==> src/rtl/ramPkg.sv <==
package ramPkg;

  localparam int OFS_W      = 8;
  localparam int STAT_W     = 32;
  localparam int BANK_WORDS = 4;

  localparam logic [OFS_W-1:0] CTRL_OFS  = 8'h00;
  localparam logic [OFS_W-1:0] MODE_OFS  = 8'h04;
  localparam logic [OFS_W-1:0] XMODE_OFS = 8'h08;
  localparam logic [OFS_W-1:0] STAT_OFS  = 8'h0C;
  localparam logic [OFS_W-1:0] KEY_BASE  = 8'h10;
  localparam logic [OFS_W-1:0] DIN_BASE  = 8'h20;
  localparam logic [OFS_W-1:0] DOUT_BASE = 8'h30;
  localparam logic [OFS_W-1:0] IV_BASE   = 8'h40;
  localparam logic [OFS_W-1:0] PROT_OFS  = 8'hE4;
  localparam logic [OFS_W-1:0] WSTAT_OFS = 8'hE8;

  typedef enum logic [3:0] {
    RK_NONE, RK_CTRL, RK_MODE, RK_STAT, RK_KEY,
    RK_DIN, RK_DOUT, RK_IV, RK_PROT, RK_WSTAT
  } regKind_e;

  typedef enum logic [3:0] {
    SW_READ_WO     = 4'd0,
    SW_WRITE_RO    = 4'd1,
    SW_UNDEF       = 4'd2,
    SW_START_DMA   = 4'd3,
    SW_BUSY_ACCESS = 4'd4,
    SW_KEY_PARTIAL = 4'd5
  } swType_e;

  // Strobes from the access control to the status datapath
  typedef struct packed {
    logic             wpEvt;
    logic             swEvt;
    swType_e          swType;
    logic             swErr;
    logic             clrRd;
    logic             rdProt;
    logic             protWr;
    logic             protVal;
    logic [OFS_W-1:0] srcOfs;
  } strobes_t;

  function automatic logic inBank(input logic [OFS_W-1:0] a, input logic [OFS_W-1:0] base);
    return (a >= base) && ({1'b0, a} < ({1'b0, base} + (OFS_W+1)'(4 * BANK_WORDS)));
  endfunction

  function automatic regKind_e decodeOfs(input logic [OFS_W-1:0] a);
    regKind_e k;
    k = RK_NONE;
    if (a[1:0] == 2'b00) begin
      if (a == CTRL_OFS)                         k = RK_CTRL;
      else if (a == MODE_OFS || a == XMODE_OFS)  k = RK_MODE;
      else if (a == STAT_OFS)                    k = RK_STAT;
      else if (inBank(a, KEY_BASE))              k = RK_KEY;
      else if (inBank(a, DIN_BASE))              k = RK_DIN;
      else if (inBank(a, DOUT_BASE))             k = RK_DOUT;
      else if (inBank(a, IV_BASE))               k = RK_IV;
      else if (a == PROT_OFS)                    k = RK_PROT;
      else if (a == WSTAT_OFS)                   k = RK_WSTAT;
    end
    return k;
  endfunction

  function automatic logic isReadable(input regKind_e k);
    return (k == RK_MODE) || (k == RK_STAT) || (k == RK_DOUT) ||
           (k == RK_PROT) || (k == RK_WSTAT);
  endfunction

  function automatic logic isWritable(input regKind_e k);
    return (k == RK_CTRL) || (k == RK_MODE) || (k == RK_KEY) ||
           (k == RK_DIN) || (k == RK_IV) || (k == RK_PROT);
  endfunction

  function automatic logic isGuarded(input regKind_e k);
    return (k == RK_MODE) || (k == RK_IV);
  endfunction

  function automatic logic isBusyWriteBad(input regKind_e k);
    return (k == RK_CTRL) || (k == RK_MODE) || (k == RK_KEY) ||
           (k == RK_DIN) || (k == RK_IV);
  endfunction

endpackage

==> src/rtl/ramAccessCtrl.sv <==
module ramAccessCtrl
  import ramPkg::*;
(
  input  logic             busWr,
  input  logic             busRd,
  input  logic [OFS_W-1:0] busAddr,
  input  logic             wrBit,
  input  logic             enabled,
  input  logic             busy,
  input  logic             dmaMode,
  input  logic             keyComplete,
  input  logic             protEn,
  output strobes_t         stb
);

  regKind_e kind;
  logic     rdAcc;

  assign kind  = decodeOfs(busAddr);
  assign rdAcc = busRd && !busWr;

  always_comb begin
    stb        = '0;
    stb.swType = SW_READ_WO;
    stb.srcOfs = busAddr;
    if (busWr) begin
      if (kind == RK_NONE) begin
        stb.swEvt  = 1'b1;
        stb.swType = SW_UNDEF;
      end else if (protEn && isGuarded(kind)) begin
        stb.wpEvt = 1'b1;
      end else if (!isWritable(kind)) begin
        if (enabled) begin
          stb.swEvt  = 1'b1;
          stb.swType = SW_WRITE_RO;
        end
      end else if (busy && isBusyWriteBad(kind)) begin
        stb.swEvt  = 1'b1;
        stb.swType = SW_BUSY_ACCESS;
        stb.swErr  = 1'b1;
      end else if (kind == RK_CTRL && wrBit) begin
        if (!keyComplete) begin
          stb.swEvt  = 1'b1;
          stb.swType = SW_KEY_PARTIAL;
          stb.swErr  = 1'b1;
        end else if (dmaMode) begin
          stb.swEvt  = 1'b1;
          stb.swType = SW_START_DMA;
        end
      end
      if (kind == RK_PROT) begin
        stb.protWr  = 1'b1;
        stb.protVal = wrBit;
      end
    end else if (rdAcc) begin
      if (kind == RK_NONE) begin
        stb.swEvt  = 1'b1;
        stb.swType = SW_UNDEF;
      end else if (!isReadable(kind)) begin
        stb.swEvt  = 1'b1;
        stb.swType = SW_READ_WO;
      end else if (kind == RK_DOUT && busy) begin
        stb.swEvt  = 1'b1;
        stb.swType = SW_BUSY_ACCESS;
        stb.swErr  = 1'b1;
      end
      stb.clrRd  = (kind == RK_WSTAT);
      stb.rdProt = (kind == RK_PROT);
    end
  end

endmodule

==> src/rtl/ramStatusPath.sv <==
module ramStatusPath
  import ramPkg::*;
(
  input  logic              clk,
  input  logic              rstN,
  input  strobes_t          stb,
  input  logic              seqFault,
  input  logic              clkGlitch,
  input  logic              pkViolation,
  output logic              protEn,
  output logic [STAT_W-1:0] statusWord,
  output logic [STAT_W-1:0] rdData
);

  logic             clsQ, pkQ, sweQ, seqQ, cgdQ, wpvQ, protQ;
  swType_e          typQ;
  logic [OFS_W-1:0] srcQ;
  logic             keep;

  assign keep = !stb.clrRd;

  always_ff @(posedge clk or negedge rstN) begin
    if (!rstN) begin
      clsQ  <= 1'b0;
      typQ  <= SW_READ_WO;
      srcQ  <= '0;
      pkQ   <= 1'b0;
      sweQ  <= 1'b0;
      seqQ  <= 1'b0;
      cgdQ  <= 1'b0;
      wpvQ  <= 1'b0;
      protQ <= 1'b0;
    end else begin
      wpvQ <= (keep && wpvQ) || stb.wpEvt;
      sweQ <= (keep && sweQ) || stb.swEvt;
      seqQ <= (keep && seqQ) || seqFault;
      cgdQ <= (keep && cgdQ) || clkGlitch;
      pkQ  <= (keep && pkQ)  || pkViolation;
      clsQ <= (keep && clsQ) || (stb.swEvt && stb.swErr);
      if (stb.swEvt)      typQ <= stb.swType;
      else if (stb.clrRd) typQ <= SW_READ_WO;
      if (stb.wpEvt)                           srcQ <= stb.srcOfs;
      else if (stb.swEvt && !(keep && wpvQ))   srcQ <= stb.srcOfs;
      if (stb.protWr) protQ <= stb.protVal;
    end
  end

  assign protEn     = protQ;
  assign statusWord = {clsQ, 3'b000, typQ, 8'h00, srcQ, 3'b000, pkQ, sweQ, seqQ, cgdQ, wpvQ};
  assign rdData     = stb.clrRd  ? statusWord :
                      stb.rdProt ? {{(STAT_W-1){1'b0}}, protQ} : '0;

endmodule

==> src/rtl/regAccessMonitor.sv <==
module regAccessMonitor
  import ramPkg::*;
(
  input  logic        clk,
  input  logic        rstN,
  input  logic [7:0]  busAddr,
  input  logic        busWr,
  input  logic        busRd,
  input  logic        wrBit,
  input  logic        enabled,
  input  logic        busy,
  input  logic        dmaMode,
  input  logic        keyComplete,
  input  logic        seqFault,
  input  logic        clkGlitch,
  input  logic        pkViolation,
  output logic [31:0] rdData,
  output logic        writeBlocked
);

  strobes_t          stb;
  logic              protEn;
  logic [STAT_W-1:0] statusWord;

  ramAccessCtrl u_ctrl (
    .busWr(busWr), .busRd(busRd), .busAddr(busAddr), .wrBit(wrBit),
    .enabled(enabled), .busy(busy), .dmaMode(dmaMode),
    .keyComplete(keyComplete), .protEn(protEn), .stb(stb)
  );

  ramStatusPath u_path (
    .clk(clk), .rstN(rstN), .stb(stb), .seqFault(seqFault),
    .clkGlitch(clkGlitch), .pkViolation(pkViolation), .protEn(protEn),
    .statusWord(statusWord), .rdData(rdData)
  );

  assign writeBlocked = stb.wpEvt;

endmodule

==> config.mk <==
export PLATFORM = sky130hd
export DESIGN_NAME = regAccessMonitor
export DESIGN_NICKNAME = d
export VERILOG_FILES = /design/src/rtl/ramPkg.sv /design/src/rtl/ramAccessCtrl.sv /design/src/rtl/ramStatusPath.sv /design/src/rtl/regAccessMonitor.sv
export SDC_FILE = /design/constraint.sdc
export NUM_CORES = 1
export LEC_CHECK = 0
export ABC_AREA = 1
export BUFFER_PORTS_ARGS = -buffer_cell sky130_fd_sc_hd__buf_2
export CAP_MARGIN = 20
export CORE_AREA = 8 8 72 74
export CTS_BUF_LIST = sky130_fd_sc_hd__clkbuf_16
export DETAILED_ROUTE_END_ITERATION = 12
export DIE_AREA = 0 0 80 82
export PLACE_DENSITY = 0.65
export SLEW_MARGIN = 20
export SYNTH_ARGS = -nofsm -noshare
export SYNTH_HDL_FRONTEND = slang
export SYNTH_SLANG_ARGS = --single-unit
==> constraint.sdc <==
create_clock -name clk -period 2.1 [get_ports clk]
set_clock_uncertainty 0.15 [all_clocks]
set_input_delay 0.21 -clock clk [delete_from_list [all_inputs] [get_ports clk]]
set_output_delay 0.21 -clock clk [all_outputs]
set_load 0.03 [all_outputs]
==> run_summary.xml <==
<?xml version="1.0" encoding="UTF-8"?>
<metrics>
  <group name="run_status">
    <metric name="status" unit="">complete, no violations</metric>
  </group>
  <group name="critical_path">
    <metric name="setup.worst_path.class" unit="">in2out</metric>
    <metric name="worst-r2r-cell-count" unit="">8</metric>
    <metric name="timing.critical_path.to_type" unit="">primary output</metric>
    <metric name="critical_path_peak_fanout" unit="">4</metric>
    <metric name="critical_path_arrival" unit="ns">1.59</metric>
    <metric name="worst-endpoint-required" unit="ns">1.74</metric>
    <metric name="critPathLaunchType" unit="">primary input</metric>
  </group>
  <group name="cts">
    <metric name="cts.sinks" unit="">18</metric>
    <metric name="cts_root_buffer_type" unit="">clkbuf_16</metric>
    <metric name="cts_made_buffers" unit="">3</metric>
    <metric name="insertion_delay" unit="ns">0.24</metric>
    <metric name="cts-htree-levels" unit="">1</metric>
    <metric name="max-clock-path-buffers" unit="">2</metric>
    <metric name="cts_clk_pin_slew_worst_paths" unit="ns">0.05</metric>
    <metric name="cts_tree" unit="">done</metric>
  </group>
  <group name="detailed_routing">
    <metric name="drt-wirelength-per-cell" unit="µm">10.7</metric>
    <metric name="drt_iter0_drc" unit="">64</metric>
    <metric name="drt.antenna.violating_nets" unit="">0</metric>
    <metric name="routed_wl" unit="µm">3610</metric>
    <metric name="post-route-drc-count" unit="">0</metric>
    <metric name="drt_pass1_iterations" unit="">4</metric>
    <metric name="routed-via-count" unit="">1464</metric>
    <metric name="route.detailed.vias_per_inst" unit="">4.32</metric>
  </group>
  <group name="sta">
    <metric name="final-hold-violation-count" unit="">0</metric>
    <metric name="totalNegativeSetupSlack" unit="ns">0</metric>
    <metric name="post-route-worst-setup-slack" unit="ns">0.147</metric>
    <metric name="hold-worst-slack" unit="ns">0.0170</metric>
    <metric name="timing.final.setup_violations" unit="">0</metric>
    <metric name="post-route-period-util" unit="%">93.0</metric>
    <metric name="fmax" unit="MHz">512</metric>
    <metric name="timing.final.max_slew_violations" unit="">0</metric>
    <metric name="layout_min_cycle_time" unit="ns">1.95</metric>
  </group>
  <group name="die">
    <metric name="initial_utilization" unit="%">32.8</metric>
    <metric name="design.die.area" unit="µm²">6560</metric>
    <metric name="core.rowCount" unit="">24</metric>
    <metric name="fp.dieW" unit="µm">80</metric>
    <metric name="ioPinCount" unit="">53</metric>
    <metric name="coreArea" unit="µm²">4140</metric>
    <metric name="die_h" unit="µm">82</metric>
  </group>
  <group name="finish">
    <metric name="antenna_cells_inserted" unit="">0</metric>
    <metric name="final_core_utilization" unit="%">46.6</metric>
    <metric name="share_of_post_route_cells_with_drive_strength_above_1" unit="%">33.1</metric>
    <metric name="layout-area-overhead-vs-synth" unit="%">42.2</metric>
    <metric name="final_nets" unit="">308</metric>
  </group>
  <group name="placed_design">
    <metric name="dp_hpwl" unit="µm">3010</metric>
    <metric name="place_worst_setup_slack" unit="ns">-0.153</metric>
    <metric name="place.port_buffers" unit="">37</metric>
    <metric name="routabilityCongestion" unit="">0.797</metric>
  </group>
  <group name="job">
    <metric name="cap_violations" unit="">0</metric>
  </group>
  <group name="power">
    <metric name="power.share.clock" unit="%">37.8</metric>
    <metric name="switching_share_of_power" unit="%">28.3</metric>
    <metric name="p_leak" unit="nW">1.19</metric>
    <metric name="power.net_switching" unit="mW">0.279</metric>
    <metric name="design_power_total" unit="mW">0.987</metric>
    <metric name="powerDensity" unit="nW/µm²">511</metric>
    <metric name="worst_ir_drop_vdd" unit="V">0.000225</metric>
    <metric name="cell_internal_power_dissipation" unit="mW">0.707</metric>
    <metric name="power.share.combinational" unit="%">22.6</metric>
    <metric name="power_frac_seq" unit="%">39.6</metric>
  </group>
  <group name="global_routing">
    <metric name="grt_pass1_vias" unit="">1413</metric>
    <metric name="globalRouteTotalUtil" unit="%">10.6</metric>
    <metric name="antenna_found_initial" unit="">0</metric>
    <metric name="grt_first_pass_wirelength" unit="µm">5640</metric>
    <metric name="largest_net_degree_at_the_start_of_global_routing" unit="">19</metric>
    <metric name="grt-ovfl-total" unit="">0</metric>
  </group>
  <group name="synthesis">
    <metric name="post_synth.cell_area_avg" unit="µm²">6.35</metric>
    <metric name="synth_seq_area_share" unit="%">33.1</metric>
    <metric name="warning_count_from_the_yosys_run" unit="">0</metric>
    <metric name="synthDistinctLibCells" unit="">24</metric>
    <metric name="mappedNetlistArea" unit="µm²">1360</metric>
    <metric name="synth.ff_latch_count" unit="">18</metric>
    <metric name="syn-instance-count" unit="">214</metric>
  </group>
  <group name="min_path">
    <metric name="hp-class" unit="">in2reg</metric>
    <metric name="timing.hold.worst_path_depth" unit="">2</metric>
  </group>
</metrics>
==> power by group through the flow <==
| stage | sequential, mW | clock (mW) | combinational, mW |
|---|---|---|---|
| after CTS | 0.390 | 0.381 | 0.208 |
| after global routing | 0.393 | 0.391 | 0.247 |
| after global placement | 0.395 | 0 | 0.203 |
| final | 0.390 | 0.373 | 0.223 |
| after detailed placement | 0.396 | 0 | 0.205 |
| after floorplan | 0.390 | 0 | 0.150 |
==> flip-flops by register name, indices dropped and copies added, names as in the netlist <==
signal / cells
u_path.srcQ: 8
u_path.typQ: 3
u_path.cgdQ: 1
u_path.clsQ: 1
u_path.pkQ: 1
u_path.protEn: 1
u_path.seqQ: 1
u_path.sweQ: 1
u_path.wpvQ: 1
==> layout by cell type, fill, tap and decap left out, types with 7 or more instances in the layout <==
master	instances
inv_1	33
dfrtp_1	18
conb_1	15
nand2_1	53
buf_2	36
buf_4	32
nand3_1	24
nor2_1	27
nand2_2	7
==> kinds of logic (layout without fill, tap and decap cells) <==
kind of cell | after synthesis | in the layout | share of synthesized area, %
buffers and inverters | 55 | 113 | 19.3
and+or+nand+nor | 127 | 128 | 41.1
AOI/OAI and AO/OA | 13 | 13 | 6.17
other | 1 | 15 | 0.276
DFF | 18 | 18 | 33.1
==> worst max-delay path, cell delays in order <==
cell     delay (ns)
buf_2          0.13
buf_4          0.14
inv_1          0.05
nand3_1        0.13
and2_1         0.20
nand2_1        0.06
nand2_1        0.05
nand2_1        0.05
nand2_1        0.05
nand2_1        0.05
nand2_1        0.06
buf_4          0.15
nor2_4         0.12
buf_6          0.14
==> worst paths after layout <==
check,start,end,slack (ns)
setup / recovery,busAddr[7],writeBlocked,0.15
hold reg to reg,u_path.typQ[1],u_path.typQ[1],0.34
max in group asynchronous,rstN,u_path.cgdQ,1.24
min in group asynchronous,rstN,u_path.srcQ[5],0.28
hold / removal,clkGlitch,u_path.cgdQ,0.02
setup reg to reg,u_path.protEn,u_path.srcQ[6],0.70
==> metal layers <==
layer | GRT usage, % | up-vias | wire length (µm)
met3 | 2.30 | 4 | 268
li1 | - | 778 | -
met2 | 20.5 | 38 | 1910
met5 | 0 | - | 0
met1 | 10.2 | 644 | 1370
met4 | 6.00 | 0 | 58
==> area by class of cell <==
type / count / area [µm²]
Tap cell: 52 / 65.1
Clock buffer: 3 / 75.1
Clock inverter: 1 / 3.75
Timing Repair Buffer: 70 / 442
Inverter: 39 / 146
Sequential cell: 18 / 450
Fill cell: 442 / 2210
Multi-Input combinational cell: 156 / 749
==> repair_timing <==
action,4_1_cts,5_1_grt
pin swaps,0,6
hold buffers,1,0
hold endpoints to repair,18,0
setup endpoints to repair,1,11
gates cloned,0,1
gates resized for setup,1,15
buffers inserted,0,2
==> stage by stage <==
| stage | instances | instance area, µm² |
|---|---|---|
| floorplan | 228 | 1410 |
| global placement | 331 | 1770 |
| detailed placement | 331 | 1770 |
| global route | 339 | 1930 |
| CTS | 336 | 1860 |
| finish | 339 | 1930 |
==> cells in the mapped netlist, drive strengths merged <==
cell	n	area share, %
clkinv	2	0.55
nand2	62	19
o211ai	1	0.55
o21ai	5	1.8
o31ai	1	0.55
clkbuf	1	0.28
nand3	25	9.2
buf	15	8.3
a21oi	1	0.37
dfrtp	18	33
nor2	35	11
conb	1	0.28
o21a	1	0.55
inv	37	10
o21bai	3	1.7
nand4	4	1.8
and2	1	0.46
o2111ai	1	0.64
(Power assumes the default switching activity.)
